## src/rtl/pscfg_pkg.sv

```systemverilog
package pscfg_pkg;

   typedef enum logic [2:0] {
      ST_IDLE,
      ST_RST,
      ST_WSTAT,
      ST_LOAD,
      ST_SHIFT,
      ST_INIT,
      ST_USER,
      ST_ERR
   } cfg_state_e;

   typedef enum logic [1:0] {
      EC_NONE     = 2'd0,
      EC_TIMEOUT  = 2'd1,
      EC_NODONE   = 2'd2,
      EC_STATDROP = 2'd3
   } err_code_e;

   function automatic int unsigned max3(input int unsigned a, input int unsigned b,
                                        input int unsigned c);
      int unsigned m;
      m = (a > b) ? a : b;
      return (m > c) ? m : c;
   endfunction

endpackage

```

## src/rtl/pscfg_tick.sv

```systemverilog
module pscfg_tick #(
   parameter int unsigned DIV = 2
) (
   input  logic clk,
   input  logic rst_n,
   input  logic en_i,
   output logic tick_o
);
   localparam int unsigned CW = $clog2(DIV + 1);

   logic [CW-1:0] cnt_q;

   generate
      if (DIV == 1) begin : g_every
         assign tick_o = en_i;
         always_ff @(posedge clk or negedge rst_n) begin
            if (!rst_n) cnt_q <= '0;
            else        cnt_q <= '0;
         end
      end else begin : g_count
         assign tick_o = en_i && (cnt_q == CW'(DIV - 1));
         always_ff @(posedge clk or negedge rst_n) begin
            if (!rst_n)                cnt_q <= '0;
            else if (!en_i || tick_o)  cnt_q <= '0;
            else                       cnt_q <= cnt_q + 1'b1;
         end
      end
   endgenerate

endmodule

```

## src/rtl/pscfg_shift.sv

```systemverilog
module pscfg_shift #(
   parameter int unsigned BUS_W = 1
) (
   input  logic             clk,
   input  logic             rst_n,
   input  logic             load_i,
   input  logic [7:0]       byte_i,
   input  logic             adv_i,
   output logic [BUS_W-1:0] data_o,
   output logic             last_beat_o
);
   logic [7:0] sh_q;

   generate
      if (BUS_W == 1) begin : g_serial
         logic [2:0] beat_q;
         always_ff @(posedge clk or negedge rst_n) begin
            if (!rst_n) begin
               sh_q   <= '1;
               beat_q <= '0;
            end else if (load_i) begin
               sh_q   <= byte_i;
               beat_q <= '0;
            end else if (adv_i) begin
               sh_q   <= {1'b1, sh_q[7:1]};
               beat_q <= beat_q + 1'b1;
            end
         end
         assign data_o      = sh_q[0];
         assign last_beat_o = (beat_q == 3'd7);
      end else begin : g_parallel
         always_ff @(posedge clk or negedge rst_n) begin
            if (!rst_n)      sh_q <= '1;
            else if (load_i) sh_q <= byte_i;
         end
         assign data_o      = sh_q;
         assign last_beat_o = 1'b1;
      end
   endgenerate

endmodule

```

## src/rtl/pscfg_host.sv

```systemverilog
module pscfg_host
   import pscfg_pkg::*;
#(
   parameter bit          PAR_MODE      = 1'b0,
   parameter int unsigned CLK_DIV       = 2,
   parameter int unsigned RESET_LOW_CYC = 5,
   parameter int unsigned STAT_TIMEOUT  = 40,
   parameter int unsigned INIT_CLKS     = 6,
   parameter bit          USE_INIT_DONE = 1'b0,
   localparam int unsigned BUS_W        = PAR_MODE ? 8 : 1
) (
   input  logic             clk,
   input  logic             rst_n,
   input  logic             start_i,
   input  logic             s_valid_i,
   input  logic [7:0]       s_data_i,
   input  logic             s_last_i,
   output logic             s_ready_o,
   output logic             tgt_cfg_n_o,
   input  logic             tgt_status_i,
   input  logic             tgt_done_i,
   input  logic             tgt_initdone_i,
   output logic             tgt_clk_o,
   output logic [BUS_W-1:0] tgt_data_o,
   output logic             busy_o,
   output logic             ok_o,
   output logic             err_o,
   output logic [1:0]       err_code_o
);
   localparam int unsigned CNT_MAX = max3(RESET_LOW_CYC, STAT_TIMEOUT, INIT_CLKS);
   localparam int unsigned CW      = $clog2(CNT_MAX + 1);

   generate
      if (CLK_DIV < 1)       begin : g_bad_div   $error("CLK_DIV must be at least 1");       end
      if (RESET_LOW_CYC < 1) begin : g_bad_low   $error("RESET_LOW_CYC must be at least 1"); end
      if (STAT_TIMEOUT < 1)  begin : g_bad_to    $error("STAT_TIMEOUT must be at least 1");  end
      if (INIT_CLKS < 1)     begin : g_bad_init  $error("INIT_CLKS must be at least 1");     end
   endgenerate

   cfg_state_e       state_q;
   logic [CW-1:0]    cnt_q;
   logic             clk_q;
   logic             last_q;
   logic             err_q;
   err_code_e        code_q;

   logic             tick;
   logic             take;
   logic             adv;
   logic             last_beat;
   logic             init_fin;
   logic             in_data;
   logic [BUS_W-1:0] sh_data;

   assign in_data = (state_q == ST_LOAD) || (state_q == ST_SHIFT);
   assign take    = s_ready_o && s_valid_i;
   assign adv     = (state_q == ST_SHIFT) && tick && clk_q && tgt_status_i;

   pscfg_tick #(.DIV(CLK_DIV)) u_tick (
      .clk    (clk),
      .rst_n  (rst_n),
      .en_i   ((state_q == ST_SHIFT) || (state_q == ST_INIT)),
      .tick_o (tick)
   );

   pscfg_shift #(.BUS_W(BUS_W)) u_shift (
      .clk         (clk),
      .rst_n       (rst_n),
      .load_i      (take),
      .byte_i      (s_data_i),
      .adv_i       (adv),
      .data_o      (sh_data),
      .last_beat_o (last_beat)
   );

   generate
      if (USE_INIT_DONE) begin : g_init_pin
         assign init_fin = tgt_initdone_i;
      end else begin : g_init_cnt
         assign init_fin = (cnt_q == CW'(INIT_CLKS - 1));
      end
   endgenerate

   always_ff @(posedge clk or negedge rst_n) begin
      if (!rst_n) begin
         state_q <= ST_IDLE;
         cnt_q   <= '0;
         clk_q   <= 1'b0;
         last_q  <= 1'b0;
         err_q   <= 1'b0;
         code_q  <= EC_NONE;
      end else begin
         unique case (state_q)
            ST_IDLE, ST_USER, ST_ERR: begin
               if (start_i) begin
                  state_q <= ST_RST;
                  cnt_q   <= '0;
                  clk_q   <= 1'b0;
                  err_q   <= 1'b0;
                  code_q  <= EC_NONE;
               end
            end
            ST_RST: begin
               if (cnt_q == CW'(RESET_LOW_CYC - 1)) begin
                  state_q <= ST_WSTAT;
                  cnt_q   <= '0;
               end else begin
                  cnt_q <= cnt_q + 1'b1;
               end
            end
            ST_WSTAT: begin
               if (tgt_status_i) begin
                  state_q <= ST_LOAD;
                  cnt_q   <= '0;
               end else if (cnt_q == CW'(STAT_TIMEOUT - 1)) begin
                  state_q <= ST_ERR;
                  err_q   <= 1'b1;
                  code_q  <= EC_TIMEOUT;
               end else begin
                  cnt_q <= cnt_q + 1'b1;
               end
            end
            ST_LOAD, ST_SHIFT: begin
               if (!tgt_status_i) begin
                  state_q <= ST_RST;
                  cnt_q   <= '0;
                  clk_q   <= 1'b0;
                  err_q   <= 1'b1;
                  code_q  <= EC_STATDROP;
               end else if (state_q == ST_LOAD) begin
                  if (s_valid_i) begin
                     state_q <= ST_SHIFT;
                     last_q  <= s_last_i;
                  end
               end else if (tick) begin
                  if (!clk_q) begin
                     clk_q <= 1'b1;
                  end else begin
                     clk_q <= 1'b0;
                     if (last_beat) begin
                        if (tgt_done_i) begin
                           state_q <= ST_INIT;
                           cnt_q   <= '0;
                        end else if (last_q) begin
                           state_q <= ST_ERR;
                           err_q   <= 1'b1;
                           code_q  <= EC_NODONE;
                        end else begin
                           state_q <= ST_LOAD;
                        end
                     end
                  end
               end
            end
            ST_INIT: begin
               if (tick) begin
                  if (!clk_q) begin
                     clk_q <= 1'b1;
                  end else begin
                     clk_q <= 1'b0;
                     cnt_q <= cnt_q + 1'b1;
                     if (init_fin) begin
                        state_q <= ST_USER;
                        err_q   <= 1'b0;
                        code_q  <= EC_NONE;
                     end
                  end
               end
            end
            default: state_q <= ST_IDLE;
         endcase
      end
   end

   assign tgt_cfg_n_o = !((state_q == ST_IDLE) || (state_q == ST_RST));
   assign s_ready_o   = (state_q == ST_LOAD) && tgt_status_i;
   assign tgt_clk_o   = clk_q;
   assign tgt_data_o  = (state_q == ST_SHIFT) ? sh_data : {BUS_W{1'b1}};
   assign busy_o      = (state_q == ST_RST) || (state_q == ST_WSTAT) || in_data ||
                        (state_q == ST_INIT);
   assign ok_o        = (state_q == ST_USER);
   assign err_o       = err_q;
   assign err_code_o  = code_q;

   AST_DATA_STEADY_AT_RISE: assert property (@(posedge clk) disable iff (!rst_n)
      $rose(tgt_clk_o) |-> $stable(tgt_data_o));
   AST_NO_TAKE_WHILE_HIGH: assert property (@(posedge clk) disable iff (!rst_n)
      s_ready_o |-> !tgt_clk_o);
   AST_CLK_NEEDS_REQ: assert property (@(posedge clk) disable iff (!rst_n)
      tgt_clk_o |-> tgt_cfg_n_o);
   AST_DROP_RESTART: assert property (@(posedge clk) disable iff (!rst_n)
      (in_data && !tgt_status_i) |=> (!tgt_cfg_n_o && err_o && err_code_o == 2'd3));
   AST_USER_PARKED: assert property (@(posedge clk) disable iff (!rst_n)
      ok_o |-> (!tgt_clk_o && (&tgt_data_o) && !busy_o && !err_o));
   AST_ERR_IDLE: assert property (@(posedge clk) disable iff (!rst_n)
      (err_o && !busy_o) |-> (err_code_o != 2'd0));

endmodule

```

## config.mk

```make
export PLATFORM = sky130hd
export DESIGN_NAME = pscfg_host
export DESIGN_NICKNAME = d
export VERILOG_FILES = /design/src/rtl/pscfg_pkg.sv /design/src/rtl/pscfg_tick.sv /design/src/rtl/pscfg_shift.sv /design/src/rtl/pscfg_host.sv
export SDC_FILE = /design/constraint.sdc
export NUM_CORES = 1
export LEC_CHECK = 0
export ABC_AREA = 0
export BUFFER_PORTS_ARGS = -buffer_cell sky130_fd_sc_hd__buf_2
export CORE_MARGIN = 1.5
export CORE_UTILIZATION = 56
export DETAILED_ROUTE_END_ITERATION = 8
export HOLD_SLACK_MARGIN = 0.06
export PLACE_DENSITY = 0.79
export REMOVE_ABC_BUFFERS = 1
export SKIP_CTS_REPAIR_TIMING = 1
export SLEW_MARGIN = 10
export SYNTH_ARGS = -nofsm -noshare
export SYNTH_HDL_FRONTEND = slang
export SYNTH_SLANG_ARGS = --single-unit
```

## constraint.sdc

```tcl
create_clock -name clk -period 2.3 [get_ports clk]
set_input_delay 0.46 -clock clk [delete_from_list [all_inputs] [get_ports clk]]
set_output_delay 0.46 -clock clk [all_outputs]
set_load 0.02 [all_outputs]
```

Word-level counts from Yosys, hierarchy flattened:

Cells that the tools add are included.

* register bits after elaboration: 27
* input bits: 16
* output and inout port bits: 9
* logic and storage cells: 138

* $add $sub $neg: 3
* eq/ne operators: 32
* mux-type cells: 68
* reductions and logical operators: 26

Operators by type and width (count)
* $mux W6: 12
* $mux W3: 17
* $pmux W6 S5: 1
* $mux W2: 14
* $ne A3 B3 Y1 const B: 9
* $mux W1: 18
* $mux W8: 2
* $ne A4 B4 Y1 const B: 4
* $eq A3 B3 Y1 const B: 5
* $pmux W3 S5: 1
* $ne A2 B2 Y1 const B: 7
* $reduce_and A13 Y1: 1
* $eq A6 B3 Y1 const B: 2
* $reduce_and A10 Y1: 1
* $reduce_and A9 Y1: 1
* $pmux W2 S4: 1
* $logic_or A1 B1 Y1: 7
* $add A6 B1 Y6 const B: 1
* $eq A3 B2 Y1 const B: 2
* $eq A6 B6 Y1 const B: 1
* $logic_and A1 B1 Y1: 6
* $pmux W1 S4: 1
* $reduce_and A4 Y1: 1
* $reduce_bool A4 Y1: 1
* 12 further kinds: 13

Depth between registers and ports, before layout:

* word-level depth: 8
* mapped depth: 8
* mapped depth without buffers: 7

By module:

From an unflattened synthesis, not the netlist that was laid out.

* cells, all modules: 183
* area, all modules: 1722.9 um2

By module, submodules not included
* pscfg_host: times used 1, cells each 130, area an instance 1107.3 um2
* pscfg_shift: times used 1, cells each 46, area an instance 518.0 um2
* pscfg_tick: times used 1, cells each 7, area an instance 97.6 um2

Worst setup path before layout:

No wires, ideal clock.

* path type: input to register
* from: input port tgt_status_i
* to: register state_q[0]
* library setup time: 125 ps
* data arrival time: 1743 ps
* data required time: 2175 ps
* path slack: 432 ps
* stages on the path: 6
* buffers on the path: 1
* cell sequence: buf_2 nand2_1 a311oi_1 o21a_2 or3_4 mux2_4

* longest elaborated chain between the ends: 2

RTL lines
* from (decl): RTL line pscfg_host.sv:20 `input logic tgt_status_i,`
* $ne A4 B4 Y1 (no line) (tied with other cells)
* $reduce_and A10 Y1 (no line) / $pmux W3 S5 (equally long branches)
* to (signal assigned): RTL line pscfg_host.sv:86 `state_q <= ST_IDLE;`
* to (signal assigned): RTL line pscfg_host.sv:96 `state_q <= ST_RST;`
* to (signal assigned): RTL line pscfg_host.sv:105 `state_q <= ST_WSTAT;`
* to (decl): RTL line pscfg_host.sv:40 `cfg_state_e state_q;`

Parallel ways exist; a longest one is shown, timed or not.
A chain may end at the register's enable or synchronous reset.

Worst setup path after layout:

* from: register state_q[1]
* to: output port tgt_data_o

* longest elaborated chain between the ends: 2

RTL lines
* $eq A3 B3 Y1: RTL line pscfg_host.sv:178 `assign tgt_data_o = (state_q == ST_SHIFT) ? sh_data : {BUS_W{1'b1}};`
* $mux W1: RTL line pscfg_host.sv:178
* to (decl): RTL line pscfg_host.sv:24 `output logic [BUS_W-1:0] tgt_data_o,`

No other way between the ends.

==> impl_metrics.tcl <==
set metrics [dict create \
    power.total_mw 2.30 \
    netlist_instances 179 \
    grt_pass1_vias 1393 \
    fmax_mhz 446 \
    cts_tree "built" \
    crit_family "simple AND/OR/NAND/NOR gates" \
    hold_class "in2async" \
    cts_inserted_buffers 3 \
    yosys_warnings 0 \
    std_cell_rows 19 \
    drtPass1Iterations 6 \
    fin_area_um2 1850 \
    antenna_found_initial 0 \
    port_buffers 23 \
    grt_pass1_wl_mm 6.55 \
    synthTopCellsByArea "dfrtp_1 28%, dfstp_2 13%, nand2_1 5.8%" \
    antenna_left 0 \
    drcViolationCount 8 \
    clock-sinks 27 \
    relSlewSlack_pct 60.0 \
    cp_max_fo 14 \
    p_leak_nw 0.867 \
    critPathRequiredTime_ns 1.84 \
    drt-total-wl_mm 3.90 \
    clock_latency_ns 0.33 \
    ys_seq_area_share_pct 40.8 \
    die_h_um 57.8 \
    violations "DRC" \
    synth_area_um2 1680 \
    nets 224 \
    tightest_slew_ns 0.598 \
    yosys_register_bits 27 \
    critPathArrivalTime_ns 1.78 \
    start_util_pct 59.9 \
    diodes 0 \
    yosysMostFrequentCell "nand2_1" \
    vias 1478 \
    run_status "finished with violations" \
    synthDistinctLibCells 48 \
    ys.flop_type "dfrtp_1" \
    slowest_delay_ns 0.57 \
    drv_cap 0 \
    post-route-min-period_ns 2.24 \
    async_flop_share_pct 100 \
    vdd_drop_max_mv 0.616 \
    final_hold_viol_count 0 \
    syn2layout_area_growth_pct 10.1 \
    hold_ws_ns 0.112 \
    synth_common_cells "26 x nand2_1, 19 x dfrtp_1, 9 x inv_1, 9 x nor2_1" \
    die_area_um2 3340 \
    powerDensity_nw_per_um2 1250 \
    post-route-period-util_pct 97.5 \
    via_per_inst 6.37 \
    synth_top_area_share_pct 28.3 \
    final_cells 232 \
    setup-violations-final 0 \
    boundaryPins 25 \
    crit_slowest_cell "dfrtp_1" \
    drive_above_1_share_pct 25.9 \
    cts_root_buf "clkbuf_4" \
    dp_hpwl_mm 2.90 \
    critPathCaptureType "primary output" \
    clk_pin_slew_ns 0.15 \
    cts_buffer_depth 2 \
    synth_top_area_cell "dfrtp_1" \
    core_area_um2 2810 \
    dpl_cell_area_um2 1820 \
    wl_per_cell_um 16.8 \
    grt_use_total_pct 25.4 \
    crit_buf_inv 1 \
    critical_path_class "reg2out" \
    rsz0062_at_grt "false" \
    synth_edf_count 0 \
    dr.first_iter.drc_count 77 \
    dp_cells 228 \
    skew_ns 0.00582 \
    fin_tns_setup_ns 0 \
    gp_congestion 0.848 \
    overflow 0 \
    htree_num_levels 1 \
    grt_max_degree 28 \
    slew_violations 0 \
    cp-start-kind "flip-flop" \
    die_width_um 57.8 \
    syn_avg_cell_area_um2 9.38 \
    crit_path_cell_trace "or2_1, or3_1, buf_2" \
]
[routing by layer]
metal,routed length [um],GRT usage (%),part of all wire [%]
met5,0,0,0
met1,1740,36.1,45
met2,1900,39.9,49
met4,49,8.97,1.3
met3,208,3.57,5.3
[metrics by stage]
step                      util [%]  worst slack, ns
after floorplan                  -            0.140
after global placement        64.8            0.294
after detailed placement      64.8            0.235
after CTS                     65.8           0.0474
after global routing          65.9         0.000849
final                         65.9           0.0581
[path summary, 6_finish.rpt]
check                      slack [ns]                          end  depth (start not counted)                       from
setup / recovery                 0.06                   tgt_data_o                          3     state_q[1]$_DFFE_PN0P_
hold / removal                   0.11       state_q[1]$_DFFE_PN0P_                          1                      rst_n
setup reg to reg                 0.16         cnt_q[2]$_DFFE_PN0P_                          7  u_tick.cnt_q[1]$_DFF_PN0_
hold reg to reg                  0.45    u_tick.cnt_q[0]$_DFF_PN0_                          1  u_tick.cnt_q[0]$_DFF_PN0_
max in group asynchronous        1.77       state_q[2]$_DFFE_PN0P_                          1                      rst_n
min in group clk                 0.32  u_shift.sh_q[7]$_DFFE_PN1P_                          3                s_data_i[7]
[placed cells by master (no fill, tap or decap), drive strengths merged, types with 6 or more instances in the layout]
cell / n
nor3: 6
buf: 28
o21ai: 11
nand2: 26
dfstp: 8
a21oi: 6
mux2: 6
ha: 6
nor2: 9
a22oi: 7
inv: 9
dfrtp: 19
[where the power goes]
| group | internal (mW) | switching [mW] |
|---|---|---|
| clock | 0.0665 | 0.146 |
| sequential | 0.675 | 0.180 |
| combinational | 0.542 | 0.693 |
[logic make-up (layout without fill, tap and decap cells)]
kind of cell	count (synthesis)	count (layout)	synth area share [%]
flip-flops	27	27	40.8
AO/OA/AOI/OAI	51	51	22.3
buffers and inverters	20	42	5.44
adder cells (fa/ha/maj)	6	6	4.47
multiplexers	6	6	4.69
AND/OR/NAND/NOR	69	69	22.3
[cell type report]
cell class,instances,area [um^2]
clock buffer,3,22.5
clock inverter,1,7.51
fill,233,957
inverter,10,37.5
multi-input combinational,132,902
sequential,27,687
tap,31,38.8
timing repair buffer,28,153
[sequential cells by signal, summed over array words and instances, names as in the netlist]
signal	cells
cnt_q	6
err_code_o	2
err_o	1
last_q	1
state_q	3
tgt_clk_o	1
u_shift.g_serial.beat_q	3
u_shift.sh_q	8
u_tick.cnt_q	2
No activity file was read; power rests on OpenSTA's default activity.
